[config.mk]
export PLATFORM = sky130hd
export DESIGN_NAME = mux_bus_ctrl
export DESIGN_NICKNAME = d
export VERILOG_FILES = /design/src/rtl/mbc_pkg.sv /design/src/rtl/mbc_sync.sv /design/src/rtl/mbc_fsm.sv /design/src/rtl/mbc_datapath.sv /design/src/rtl/mux_bus_ctrl.sv
export SDC_FILE = /design/constraint.sdc
export NUM_CORES = 1
export LEC_CHECK = 0
export BUFFER_PORTS_ARGS = -buffer_cell sky130_fd_sc_hd__buf_2
export CORE_ASPECT_RATIO = 0.5
export CORE_UTILIZATION = 35
export DETAILED_ROUTE_END_ITERATION = 8
export MAX_ROUTING_LAYER = met4
export SYNTH_ARGS = -nofsm -noshare
export SYNTH_HDL_FRONTEND = slang
export SYNTH_SLANG_ARGS = --single-unit
[constraint.sdc]
create_clock -name clk_i -period 2.35 [get_ports clk_i]
set_clock_uncertainty 0.05 [all_clocks]
set_input_delay 0.47 -clock clk_i [delete_from_list [all_inputs] [get_ports clk_i]]
set_output_delay 0.47 -clock clk_i [all_outputs]
set_load 0.02 [all_outputs]
[src/rtl/mbc_pkg.sv]
package mbc_pkg;
  typedef enum logic [2:0] {
    S_IDLE, S_T1, S_T2, S_T3, S_TW, S_T4, S_HOLD
  } bus_state_e;

  localparam logic [1:0] STAT_PASSIVE = 2'b00;
  localparam logic [1:0] STAT_READ    = 2'b01;
  localparam logic [1:0] STAT_WRITE   = 2'b10;
endpackage

[src/rtl/mbc_sync.sv]
module mbc_sync #(
  parameter int STAGES = 2
) (
  input  logic clk_i,
  input  logic rst_ni,
  input  logic d_i,
  output logic q_o
);
  logic [STAGES-1:0] sr_q;

  generate
    if (STAGES == 1) begin : g_one
      always_ff @(posedge clk_i or negedge rst_ni)
        if (!rst_ni) sr_q <= '0;
        else         sr_q <= d_i;
    end else begin : g_chain
      always_ff @(posedge clk_i or negedge rst_ni)
        if (!rst_ni) sr_q <= '0;
        else         sr_q <= {sr_q[STAGES-2:0], d_i};
    end
  endgenerate

  assign q_o = sr_q[STAGES-1];
endmodule

[src/rtl/mbc_fsm.sv]
module mbc_fsm
  import mbc_pkg::*;
(
  input  logic       clk_i,
  input  logic       rst_ni,
  input  logic       req_valid_i,
  input  logic       hold_i,
  input  logic       rdy_i,
  output logic       ready_o,
  output logic       load_o,
  output bus_state_e state_o,
  output logic       hlda_o
);
  bus_state_e state_q, state_d;

  always_comb begin
    ready_o = ((state_q == S_IDLE) || (state_q == S_T4)) && !hold_i;
    load_o  = ready_o && req_valid_i;
    state_d = state_q;
    unique case (state_q)
      S_IDLE, S_T4: begin
        if (hold_i)           state_d = S_HOLD;
        else if (req_valid_i) state_d = S_T1;
        else                  state_d = S_IDLE;
      end
      S_T1:       state_d = S_T2;
      S_T2:       state_d = S_T3;
      S_T3, S_TW: state_d = rdy_i ? S_T4 : S_TW;
      S_HOLD:     state_d = hold_i ? S_HOLD : S_IDLE;
      default:    state_d = S_IDLE;
    endcase
  end

  always_ff @(posedge clk_i or negedge rst_ni)
    if (!rst_ni) state_q <= S_IDLE;
    else         state_q <= state_d;

  assign state_o = state_q;
  assign hlda_o  = (state_q == S_HOLD);

  a_r1_t1_to_t2: assert property (@(posedge clk_i) disable iff (!rst_ni)
    state_q == S_T1 |=> state_q == S_T2);
  a_r1_t2_to_t3: assert property (@(posedge clk_i) disable iff (!rst_ni)
    state_q == S_T2 |=> state_q == S_T3);
  a_r7_wait_inserted: assert property (@(posedge clk_i) disable iff (!rst_ni)
    ((state_q == S_T3) || (state_q == S_TW)) && !rdy_i |=> state_q == S_TW);
  a_r9_grant_at_boundary: assert property (@(posedge clk_i) disable iff (!rst_ni)
    $rose(hlda_o) |-> ($past(state_q) == S_IDLE) || ($past(state_q) == S_T4));
  a_r11_release: assert property (@(posedge clk_i) disable iff (!rst_ni)
    hlda_o && !hold_i |=> !hlda_o);
endmodule

[src/rtl/mbc_datapath.sv]
module mbc_datapath
  import mbc_pkg::*;
#(
  parameter int AW = 20,
  parameter int DW = 16,
  localparam int HW = AW - DW
) (
  input  logic          clk_i,
  input  logic          rst_ni,
  input  logic          load_i,
  input  logic          req_write_i,
  input  logic          req_async_i,
  input  logic [AW-1:0] req_addr_i,
  input  logic [DW-1:0] req_wdata_i,
  input  bus_state_e    state_i,
  input  logic          rdy_i,
  input  logic [DW-1:0] ad_i,
  output logic          cur_async_o,
  output logic [DW-1:0] ad_o,
  output logic          ad_oe_o,
  output logic [HW-1:0] ahi_o,
  output logic          ale_o,
  output logic          rd_no,
  output logic          wr_no,
  output logic [1:0]    status_o,
  output logic          den_o,
  output logic          dtr_o,
  output logic          bus_oe_o,
  output logic          rsp_valid_o,
  output logic [DW-1:0] rsp_rdata_o
);
  logic          wr_q, async_q;
  logic [AW-1:0] addr_q;
  logic [DW-1:0] wdata_q, rdata_q;
  logic          in_cyc, data_ph, strb_ph, stat_ph, cap;

  always_ff @(posedge clk_i or negedge rst_ni)
    if (!rst_ni) begin
      wr_q    <= 1'b0;
      async_q <= 1'b0;
      addr_q  <= '0;
      wdata_q <= '0;
    end else if (load_i) begin
      wr_q    <= req_write_i;
      async_q <= req_async_i;
      addr_q  <= req_addr_i;
      wdata_q <= req_wdata_i;
    end

  // read data taken on the edge that enters T4
  assign cap = ((state_i == S_T3) || (state_i == S_TW)) && rdy_i && !wr_q;

  always_ff @(posedge clk_i or negedge rst_ni)
    if (!rst_ni)  rdata_q <= '0;
    else if (cap) rdata_q <= ad_i;

  always_comb begin
    in_cyc  = state_i inside {S_T1, S_T2, S_T3, S_TW, S_T4};
    data_ph = state_i inside {S_T2, S_T3, S_TW, S_T4};
    strb_ph = state_i inside {S_T2, S_T3, S_TW};
    stat_ph = state_i inside {S_T1, S_T2, S_T3, S_TW};
  end

  assign cur_async_o = async_q;
  assign ale_o       = (state_i == S_T1);
  assign ad_oe_o     = ale_o || (wr_q && data_ph);
  assign ad_o        = ale_o ? addr_q[DW-1:0] : ((wr_q && data_ph) ? wdata_q : '0);
  assign ahi_o       = in_cyc ? addr_q[AW-1:DW] : '0;
  assign rd_no       = !(strb_ph && !wr_q);
  assign wr_no       = !(strb_ph && wr_q);
  assign status_o    = stat_ph ? (wr_q ? STAT_WRITE : STAT_READ) : STAT_PASSIVE;
  assign den_o       = data_ph;
  assign dtr_o       = in_cyc ? wr_q : 1'b1;
  assign bus_oe_o    = (state_i != S_HOLD);
  assign rsp_valid_o = (state_i == S_T4) && !wr_q;
  assign rsp_rdata_o = rdata_q;

  a_r2_one_strobe: assert property (@(posedge clk_i) disable iff (!rst_ni)
    !(!rd_no && !wr_no));
  a_r1_ale_single: assert property (@(posedge clk_i) disable iff (!rst_ni)
    ale_o |=> !ale_o);
  a_r5_wdata_steady: assert property (@(posedge clk_i) disable iff (!rst_ni)
    wr_q && (state_i inside {S_T3, S_TW, S_T4}) |-> $stable(ad_o) && ad_oe_o);
  a_r10_floated: assert property (@(posedge clk_i) disable iff (!rst_ni)
    !bus_oe_o |-> !ad_oe_o && !ale_o);
  a_r6_rsp_single: assert property (@(posedge clk_i) disable iff (!rst_ni)
    rsp_valid_o |=> !rsp_valid_o);
endmodule

[src/rtl/mux_bus_ctrl.sv]
module mux_bus_ctrl
  import mbc_pkg::*;
#(
  parameter int AW          = 20,
  parameter int DW          = 16,
  parameter int SYNC_STAGES = 2,
  localparam int HW = AW - DW
) (
  input  logic          clk_i,
  input  logic          rst_ni,
  input  logic          req_valid_i,
  output logic          req_ready_o,
  input  logic          req_write_i,
  input  logic          req_async_i,
  input  logic [AW-1:0] req_addr_i,
  input  logic [DW-1:0] req_wdata_i,
  output logic          rsp_valid_o,
  output logic [DW-1:0] rsp_rdata_o,
  output logic [DW-1:0] ad_o,
  input  logic [DW-1:0] ad_i,
  output logic          ad_oe_o,
  output logic [HW-1:0] ahi_o,
  output logic          ale_o,
  output logic          rd_no,
  output logic          wr_no,
  output logic [1:0]    status_o,
  output logic          den_o,
  output logic          dtr_o,
  output logic          bus_oe_o,
  input  logic          srdy_i,
  input  logic          ardy_i,
  input  logic          hold_i,
  output logic          hlda_o
);
  bus_state_e state;
  logic       load, ardy_s, cur_async, rdy_sel;

  mbc_sync #(.STAGES(SYNC_STAGES)) u_sync (
    .clk_i (clk_i),
    .rst_ni(rst_ni),
    .d_i   (ardy_i),
    .q_o   (ardy_s)
  );

  assign rdy_sel = cur_async ? ardy_s : srdy_i;

  mbc_fsm u_fsm (
    .clk_i      (clk_i),
    .rst_ni     (rst_ni),
    .req_valid_i(req_valid_i),
    .hold_i     (hold_i),
    .rdy_i      (rdy_sel),
    .ready_o    (req_ready_o),
    .load_o     (load),
    .state_o    (state),
    .hlda_o     (hlda_o)
  );

  mbc_datapath #(.AW(AW), .DW(DW)) u_dp (
    .clk_i      (clk_i),
    .rst_ni     (rst_ni),
    .load_i     (load),
    .req_write_i(req_write_i),
    .req_async_i(req_async_i),
    .req_addr_i (req_addr_i),
    .req_wdata_i(req_wdata_i),
    .state_i    (state),
    .rdy_i      (rdy_sel),
    .ad_i       (ad_i),
    .cur_async_o(cur_async),
    .ad_o       (ad_o),
    .ad_oe_o    (ad_oe_o),
    .ahi_o      (ahi_o),
    .ale_o      (ale_o),
    .rd_no      (rd_no),
    .wr_no      (wr_no),
    .status_o   (status_o),
    .den_o      (den_o),
    .dtr_o      (dtr_o),
    .bus_oe_o   (bus_oe_o),
    .rsp_valid_o(rsp_valid_o),
    .rsp_rdata_o(rsp_rdata_o)
  );

  a_r12_b2b_start: assert property (@(posedge clk_i) disable iff (!rst_ni)
    (state == S_T4) && load |=> ale_o);
  a_r9_no_take_in_hold: assert property (@(posedge clk_i) disable iff (!rst_ni)
    hold_i |-> !req_ready_o);
endmodule

==> key figures, run 1 <==
Timing
  • Fin. Hold Viols: 0
  • RSZ-0062 raised after global routing: no
  • Final min period: 2.271 ns
  • Final Max Slew Viols: 0
  • Max_slew headroom: 68.90%
  • Period utilization: 96.62%
  • Hold slack: around 0.048 ns
  • Slew @ Worst Pin: 0.4664 ns
  • Fmax: around 440 MHz
  • Final setup violation count: 0
  • Total negative slack: 0 ns

Synthesis
  • Most instantiated cells after synthesis: 59 x dfrtp_1, 44 x mux2_2, 34 x nand2_1, 17 x o21ai_0, 10 x mux2_4
  • Ys Warns: 0
  • Cell taking the most area after synthesis: dfrtp_1
  • Post-synth EDFFs: 0
  • Largest cells by area after synthesis: dfrtp_1 55%, mux2_2 18%, mux2_4 5.6%
  • Syn Area/Cell: 12.52 um2
  • Count leader, synth: dfrtp_1
  • Number of synthesized register bits: 59
  • Post-synth top area share: 55.11%
  • Async SR Flop Fraction: 100.0%
  • Seq/Total Area, Yosys: approximately 55%
  • Mapped cell area: about 2700 um2
  • Ys flop type: dfrtp_1
  • Post-synthesis cell type count: 30
  • Mapped Nets: 275
  • Post-Syn Instances: roughly 210

Floorplanning
  • Num rows: 22
  • Die Wd: 125.7 um
  • Initial core utilization: 36.31%
  • Placeable Area: 7377 um2
  • Num ports: 108
  • Die area: 8029 um2
  • Die Span Y: 63.86 um

Routing
  • Routed Antenna Nets: 0
  • Pre-antenna DRT Iters: 4
  • DRC viols: 0
  • Vias per cell: 4.682
  • Initial DRC Count: 95
  • Via count: 2046
  • Wirelength per Cell: 14.03 um
  • Total routed wirelength: 6.129 mm

Power and ir drop
  • LEAKAGE: 0.001858 uW
  • PwrDens: about 1500 nW/um2
  • Worst vdd ir: 0.0007337 V

Worst setup path
  • Slowest stage delay, CP: 0.42 ns
  • Worst-path cell chain: buf_4 -> nor3b_4 -> buf_6 -> clkbuf_16 -> or2_2 -> buf_4
  • Start point of the critical path: u_fsm.state_o[1]
  • Crit path max-delay cell type: dfrtp_1
  • CP arrival: 1.75 ns
  • Critical path start-end classification: register to output pin
  • Most used cell, CP: buf_4
  • CP Capture Type: output pin
  • Critical path buffers and inverters: 4
  • R2r startpoint: u_fsm.state_o[2]
  • Required time of the critical path: 1.83 ns
  • Worst-path maximum fanout: 9
  • Top delay family on crit path: buffers and inverters
  • Worst setup SP type: register

GRT
  • Global-route wire length before repair: 9.252 mm
  • Total track usage: 15.66%
  • Number of global-route vias before repair: 2020
  • Antenna violations before repair: 0
  • Largest net degree at the start of global routing: between 40 and 50
  • Total grt overflow: 0

Finish
  • Post-layout nets: 398
  • Area taken by multi-input logic gates: 1166 um2
  • Final-layout fill cell count: 661
  • Diode count: 0
  • Area delta synth->final: 43.62%
  • FF+latch area: ~1500 um2
  • Ratio of cells with drive above 1 in the final layout: between 60% and 70%
  • Non-Filler Instances: roughly 440
  • Post-Route Utilization: 52.15%

Outcome
  • Status: completed

Clocking
  • Hold buffers post-CTS: 0
  • CTS tree: done
  • CTS clk-pin slew, worst paths: 0.05 ns
  • Clk root buf: clkbuf_16
  • Num CTS Buffers: 9
  • Clk sinks: 59
  • Worst-skew pair later-pin latency: 0.32 ns
  • CTS max path bufs: 2
  • Clock H-tree levels: 3

Min path
  • Worst Hold Class: input port to asynchronous set/reset pin

Placement
  • Post-DP HPWL: 4.229 mm
  • Port Buffers: 107
  • Placed insts: ~420
  • Routability Congestion: 0.7794

Run
  • Max_cap viols: 0
[cell usage in the layout (no fill, tap or decap), drive strengths merged, types with 4 or more instances in the layout]
master	n
buf	122
dfrtp	59
mux2	54
nand2	34
o21ai	17
clkbuf	16
nor3	4
and2	4
nor2	4
[cells by family after synthesis]
| kind of cell | after synthesis | synth area share, % |
|---|---|---|
| flops | 59 | 55.11 |
| simple gates | 56 | 9.995 |
| mux | 55 | 24.47 |
| compound gates | 26 | 6.025 |
| buf+inv | 16 | 3.596 |
| xor+xnor | 1 | 0.3270 |
| fa+ha+maj | 1 | 0.4670 |
[stage by stage]
step / power [uW] / instance area, um2 / setup slack, ns
after detailed placement: 4533 / 3408 / 0.2139
after floorplan: 3677 / 2713 / 0.01289
after global routing: 6328 / 3847 / 0.001807
after CTS: 5801 / 3702 / 0.003132
after global placement: 4446 / 3408 / 0.2521
final: 5946 / 3847 / 0.07944
[per-layer routing]
metal / GRT usage, % / wire, um
met1: 18.02 / 2750
met2: 25.21 / 3039
met3: 5.779 / 273
met4: 5.945 / 65
met5: - / 0
[path summary, 6_finish.rpt]
| check | end | slack [ns] | cells after the start |
|---|---|---|---|
| max | ad_oe_o | 0.08 | 6 |
| min | u_dp.addr_q[5] | 0.05 | 1 |
| max reg2reg | u_dp.wdata_q[8] | 0.16 | 6 |
| min reg2reg | u_sync.sr_q[1] | 0.30 | 0 |
| max in group asynchronous | u_fsm.state_o[0] | 1.62 | 2 |
| min in group clk_i | u_sync.sr_q[0] | 0.20 | 1 |
[power breakdown]
part           switching (uW)  internal [uW]  total (uW)
registers                 298           1530        1820
logic                    1500           1410        2920
clock network             416            788        1200
total                    2220           3730        5950
[registers in the layout, indices dropped and copies added (netlist names)]
signal	cells
u_dp.addr_q	20
u_dp.cur_async_o	1
u_dp.rsp_rdata_o	16
u_dp.wdata_q	16
u_dp.wr_q	1
u_fsm.state_o	3
u_sync.sr_q	2
[final cells by class]
type,instances,share of cell area [%]
well taps,96,3.122
multi-input cells,139,30.31
clock buffers,13,7.024
inverters,3,0.2927
flip-flops and latches,59,38.41
clock inverters,2,0.2602
repair buffers,125,20.59
[what timing repair did]
item,CTS,global route
pin swaps,0,1
endpoints found under the setup margin,17,21
gates cloned,0,4
resized for setup,2,17
buffers inserted,1,4
No activity file was read; power rests on OpenSTA's default activity.
==> run 2: changes to the inputs <==
- REMOVE_ABC_BUFFERS: default -> 1
==> key figures, run 2 (synthesis results as in run 1) <==
Floorplanning
  • Die Wd: 125.7 um
  • Placeable Area: about 7400 um2
  • Die area: 8029 um2
  • Num ports: 108
  • Die Span Y: about 64 um
  • Num rows: 22
  • Initial core utilization: 36.31%

Timing
  • Total negative slack: 0 ns
  • Period utilization: 98.75%
  • Final Max Slew Viols: 0
  • Slew @ Worst Pin: 0.4024 ns
  • Fin. Hold Viols: 0
  • Max_slew headroom: 72.79%
  • Final min period: 2.321 ns
  • Fmax: 430.9 MHz
  • Final setup violation count: 0

Routing
  • Via count: 2123
  • DRC viols: 0
  • Vias per cell: 4.792
  • Initial DRC Count: between 60 and 70
  • Pre-antenna DRT Iters: 4
  • Routed Antenna Nets: 0
  • Total routed wirelength: around 6.7 mm
  • Wirelength per Cell: 15.11 um

Finish
  • Commonest cells after routing, fill and taps aside: 106 x buf_2, 58 x dfrtp_1, 44 x mux2_2
  • Final-layout fill cell count: between 600 and 700
  • Post-layout nets: between 400 and 500
  • Non-Filler Instances: around 440
  • Area delta synth->final: 45.49%
  • Top reg by flops: u_dp.addr_q
  • Ratio of cells with drive above 1 in the final layout: 60.52%
  • Max reg flops: 20
  • Most common cell after layout, fill and taps aside: buf_2
  • Diode count: 0
  • Post-Route Utilization: 52.83%

Worst setup path
  • CP arrival: around 1.8 ns
  • Reg2reg end: u_dp.addr_q[19]
  • R2r setup slk: approximately 0.16 ns
  • Worst-path maximum fanout: 4
  • Critical path endpoint: ad_o[4]
  • Start point of the critical path: u_fsm.state_o[2]
  • Required time of the critical path: 1.83 ns
  • R2R depth: 6
  • Critical path start-end classification: register to output pin
  • Worst setup SP type: register
  • R2r startpoint: u_fsm.state_o[2]
  • CP Capture Type: output pin

Clocking
  • Num CTS Buffers: 9
  • CTS tree: done
  • CTS clk-pin slew, worst paths: 0.05 ns
  • CTS max path bufs: 2
  • Worst-skew pair later-pin latency: between 0.3 and 0.4 ns
  • Clk sinks: 59
  • Clk root buf: clkbuf_16
  • Hold buffers post-CTS: 0
  • Clock H-tree levels: 3

GRT
  • Number of global-route vias before repair: 2076
  • Total track usage: between 10% and 20%
  • Antenna violations before repair: 0
  • Total grt overflow: 0
  • Global-route wire length before repair: 9.901 mm
  • Largest net degree at the start of global routing: 40

Power and ir drop
  • Clock share of power: 22.5%
  • Power consumption: 6255 uW
  • LEAKAGE: 0.001895 uW
  • PwrDens: around 1600 nW/um2
  • Worst vdd ir: 0.0006022 V
  • Comb pwr share: 48.5%
  • Power Internal: 3934 uW
  • Sw Share: 37.11%
  • Sequential power share: 29.0%
  • P_sw: 2321 uW

Placement
  • Placed insts: 412
  • Post-DP HPWL: approximately 4.2 mm
  • Port Buffers: 107
  • Routability Congestion: 0.7322

Min path
  • Worst Hold Class: input port to asynchronous set/reset pin

Outcome
  • Status: completed

Run
  • Max_cap viols: 0
==> run 2: power groups by stage <==
| stage | registers, uW | logic (uW) | clock network (uW) |
|---|---|---|---|
| 2_1_floorplan | 1970 | 1560 | 0 |
| 3_3_place_gp | 1790 | 2570 | 0 |
| 3_5_place_dp | 1820 | 2620 | 0 |
| 4_1_cts | 1810 | 2740 | 1440 |
| 5_1_grt | 1880 | 3240 | 1490 |
| 6_report | 1810 | 3030 | 1410 |
==> run 2: worst max-delay path, stage by stage, from the launching register on <==
cell	delay (ns)
dfrtp_1	0.40
inv_2	0.11
ha_4	0.22
nor2b_4	0.17
buf_4	0.16
nand2_1	0.07
o21ai_1	0.15
buf_2	0.19
==> run 2: final cells by class <==
cell class / instances / area [um2] / share of cell area, %
multi-input cells: 139 / 1142 / 29.31
well taps: 96 / 120.1 / 3.082
repair buffers: 130 / 819.5 / 21.03
clock inverters: 6 / 87.58 / 2.247
flip-flops and latches: 59 / 1478 / 37.91
clock buffers: 10 / 239.0 / 6.132
inverters: 3 / 11.26 / 0.2889
==> run 2: metrics by stage <==
| stage | hold WS [ns] | setup slack, ns | cell area [um2] |
|---|---|---|---|
| finish | 0.01183 | 0.02943 | 3897 |
| global route | 0.03272 | -0.02170 | 3897 |
| CTS | 0.02267 | -0.0002461 | 3709 |
| detailed placement | 0.2879 | 0.2628 | 3352 |
| global placement | 0.2847 | 0.3017 | 3352 |
| floorplan | 0.1244 | -1.510 | 2594 |
==> run 2: how the worst min path moves through the flow <==
stage	from	to	slack, ns	cells after the start
after floorplan	rst_ni	u_dp.addr_q[0]	0.12	0
after global placement	u_sync.sr_q[0]	u_sync.sr_q[1]	0.28	0
after detailed placement	u_sync.sr_q[0]	u_sync.sr_q[1]	0.29	0
after CTS	rst_ni	u_dp.rsp_rdata_o[15]	0.02	1
after global routing	rst_ni	u_dp.rsp_rdata_o[4]	0.03	1
final	rst_ni	u_dp.rsp_rdata_o[2]	0.01	1
==> run 2: metal layers <==
metal	wire (um)	up-vias	GRT usage, %
li1	-	999	-
met1	2927	1064	19.43
met2	3383	49	27.50
met3	283	11	4.858
met4	97	0	7.622
met5	0	-	-
==> run 2: repair_timing <==
item                       in CTS  in global routing
gates resized for setup         9                 16
setup buffers                   0                 10
gates cloned                    2                  3
pin swaps                       0                  1
setup endpoints to repair      16                 21
==> run 3: changes to the inputs <==
- clock period: 2.35 -> 2.1 ns (I/O delays scaled with it)
==> key figures, run 3 (synthesis results as in run 1) <==
Outcome
  • Status: complete, but fails checks
  • Failing checks: setup timing

Routing
  • Total routed wirelength: 7.194 mm
  • DRC viols: 0
  • Wirelength per Cell: 16.13 um
  • Initial DRC Count: 72
  • Vias per cell: 4.852
  • Pre-antenna DRT Iters: 4
  • Routed Antenna Nets: 0
  • Via count: 2164

Timing
  • Slew @ Worst Pin: 0.5939 ns
  • Final min period: between 2 and 2.5 ns
  • Final setup violation count: 22
  • Final critical-path setup slack: -0.1330 ns
  • Max_slew headroom: between 60% and 70%
  • Fin. Hold Viols: 0
  • Fmax: approximately 450 MHz
  • Final Max Slew Viols: 0
  • Period utilization: 106.3%
  • RSZ-0062 raised after global routing: yes

GRT
  • Number of global-route vias before repair: 2251
  • Total grt overflow: 0
  • Largest net degree at the start of global routing: 40
  • Total track usage: 19.10%
  • Global-route wire length before repair: 11.18 mm
  • Antenna violations before repair: 0

Placement
  • Dpl cell area: 3385 um2
  • Routability Congestion: around 0.75
  • Post-DP HPWL: 4.089 mm
  • Port Buffers: 107

Worst setup path
  • CP arrival: 1.76 ns
  • Critical path start-end classification: register to output pin
  • Worst-path cell chain: buf_6 -> buf_6 -> nor3b_4 -> buf_6 -> buf_12 -> buf_16 -> o21ai_2 -> buf_6
  • Slowest stage delay, CP: about 0.40 ns
  • Start point of the critical path: u_fsm.state_o[2]
  • Worst setup SP type: register
  • R2r setup slk: 0.06 ns
  • R2r startpoint: u_fsm.state_o[2]
  • Most used cell, CP: buf_6
  • CP Capture Type: output pin
  • Reg2reg end: u_dp.addr_q[2]
  • Worst-path maximum fanout: 5
  • Critical path endpoint: ad_o[9]
  • Required time of the critical path: 1.63 ns
  • R2R depth: 6
  • Crit path max-delay cell type: dfrtp_1

Floorplanning
  • Placeable Area: ~7400 um2
  • Die area: about 8000 um2
  • Num ports: 108
  • Die Span Y: around 64 um
  • Initial core utilization: 36.31%
  • Num rows: 22
  • Die Wd: 125.7 um

Clocking
  • CTS tree: done
  • CTS clk-pin slew, worst paths: 0.05 ns
  • Hold buffers post-CTS: 0
  • Clk root buf: clkbuf_16
  • Clk sinks: 59
  • Clock H-tree levels: 3
  • CTS max path bufs: 2
  • Worst-skew pair later-pin latency: 0.32 ns
  • Num CTS Buffers: 9

Power and ir drop
  • Worst vdd ir: 0.0006343 V
  • LEAKAGE: 0.002008 uW
  • PwrDens: 1827 nW/um2

Finish
  • Top reg by flops: u_dp.addr_q
  • Area delta synth->final: 58.06%
  • Diode count: 0
  • Ratio of cells with drive above 1 in the final layout: 69.71%
  • Commonest cells after routing, fill and taps aside: 88 x buf_2, 58 x dfrtp_1, 44 x mux2_2
  • Max reg flops: 20
  • Most common cell after layout, fill and taps aside: buf_2
  • Post-Route Utilization: 57.39%
  • Fin area: between 4000 and 5000 um2
  • Post-layout nets: about 410

Min path
  • Worst Hold Class: input port to asynchronous set/reset pin

Run
  • Max_cap viols: 0
[run 3: metal layers]
| layer | vias to the layer above | share of wire [%] | GRT usage (%) |
|---|---|---|---|
| met1 | 1097 | 43 | 22.18 |
| met4 | 0 | 1.9 | 8.079 |
| li1 | 1001 | - | - |
| met3 | 16 | 3.3 | 4.439 |
| met5 | - | 0 | - |
| met2 | 50 | 52 | 32.29 |
[run 3: how the worst min path moves through the flow]
stage | cells after the start | slack (ns) | start | end
6_report | 1 | 0.05 | rst_ni | u_dp.rsp_rdata_o[2]
5_1_grt | 1 | 0.09 | rst_ni | u_dp.rsp_rdata_o[2]
4_1_cts | 1 | 0.06 | rst_ni | u_dp.rsp_rdata_o[15]
3_5_place_dp | 0 | 0.29 | u_sync.sr_q[0] | u_sync.sr_q[1]
3_3_place_gp | 0 | 0.28 | u_sync.sr_q[0] | u_sync.sr_q[1]
2_1_floorplan | 0 | 0.07 | rst_ni | u_dp.addr_q[0]
[run 3: power breakdown]
group | leakage [uW] | internal [uW] | switching [uW]
Combinational | 0.00114 | 2070 | 2000
Clock | 0.000159 | 1100 | 501
Sequential | 0.000704 | 1710 | 353
[run 3: critical path: cells and delay by family, from the launching register on]
family	cells	cell delay (ns)
simple gates	1	0.21
compound gates	1	0.07
buf+inv	6	0.76
flops	1	0.40
[run 3: timing repair]
action                                  4_1_cts  5_1_grt
buffers inserted                             11        1
gates resized for setup                      92       22
endpoints found under the setup margin       23       27
pin swaps                                    15        7
gates cloned                                  5        1
hold endpoints to repair                      0        0
[run 3: final cells by class]
cell class / instances / area, um2
Clock buffer: 12 / 256.5
Clock inverter: 4 / 72.57
Fill cell: 609 / 3143
Inverter: 3 / 11.26
Multi-Input combinational cell: 139 / 1280
Sequential cell: 59 / 1478
Tap cell: 96 / 120.1
Timing Repair Buffer: 133 / 1016
[run 3: per-stage QoR]
stage | power, uW | hold WS (ns) | TNS [ns] | instances | setup WS, ns
2_1_floorplan | 3951 | 0.07441 | -38.01 | 201 | -1.710
4_1_cts | 7564 | 0.06322 | -2.114 | 445 | -0.1165
3_5_place_dp | 5013 | 0.2912 | 0 | 413 | 0.06659
6_report | 7735 | 0.04804 | -2.113 | 446 | -0.1330
3_3_place_gp | 4928 | 0.2845 | 0 | 413 | 0.09694
5_1_grt | 8137 | 0.09497 | -3.713 | 446 | -0.1775
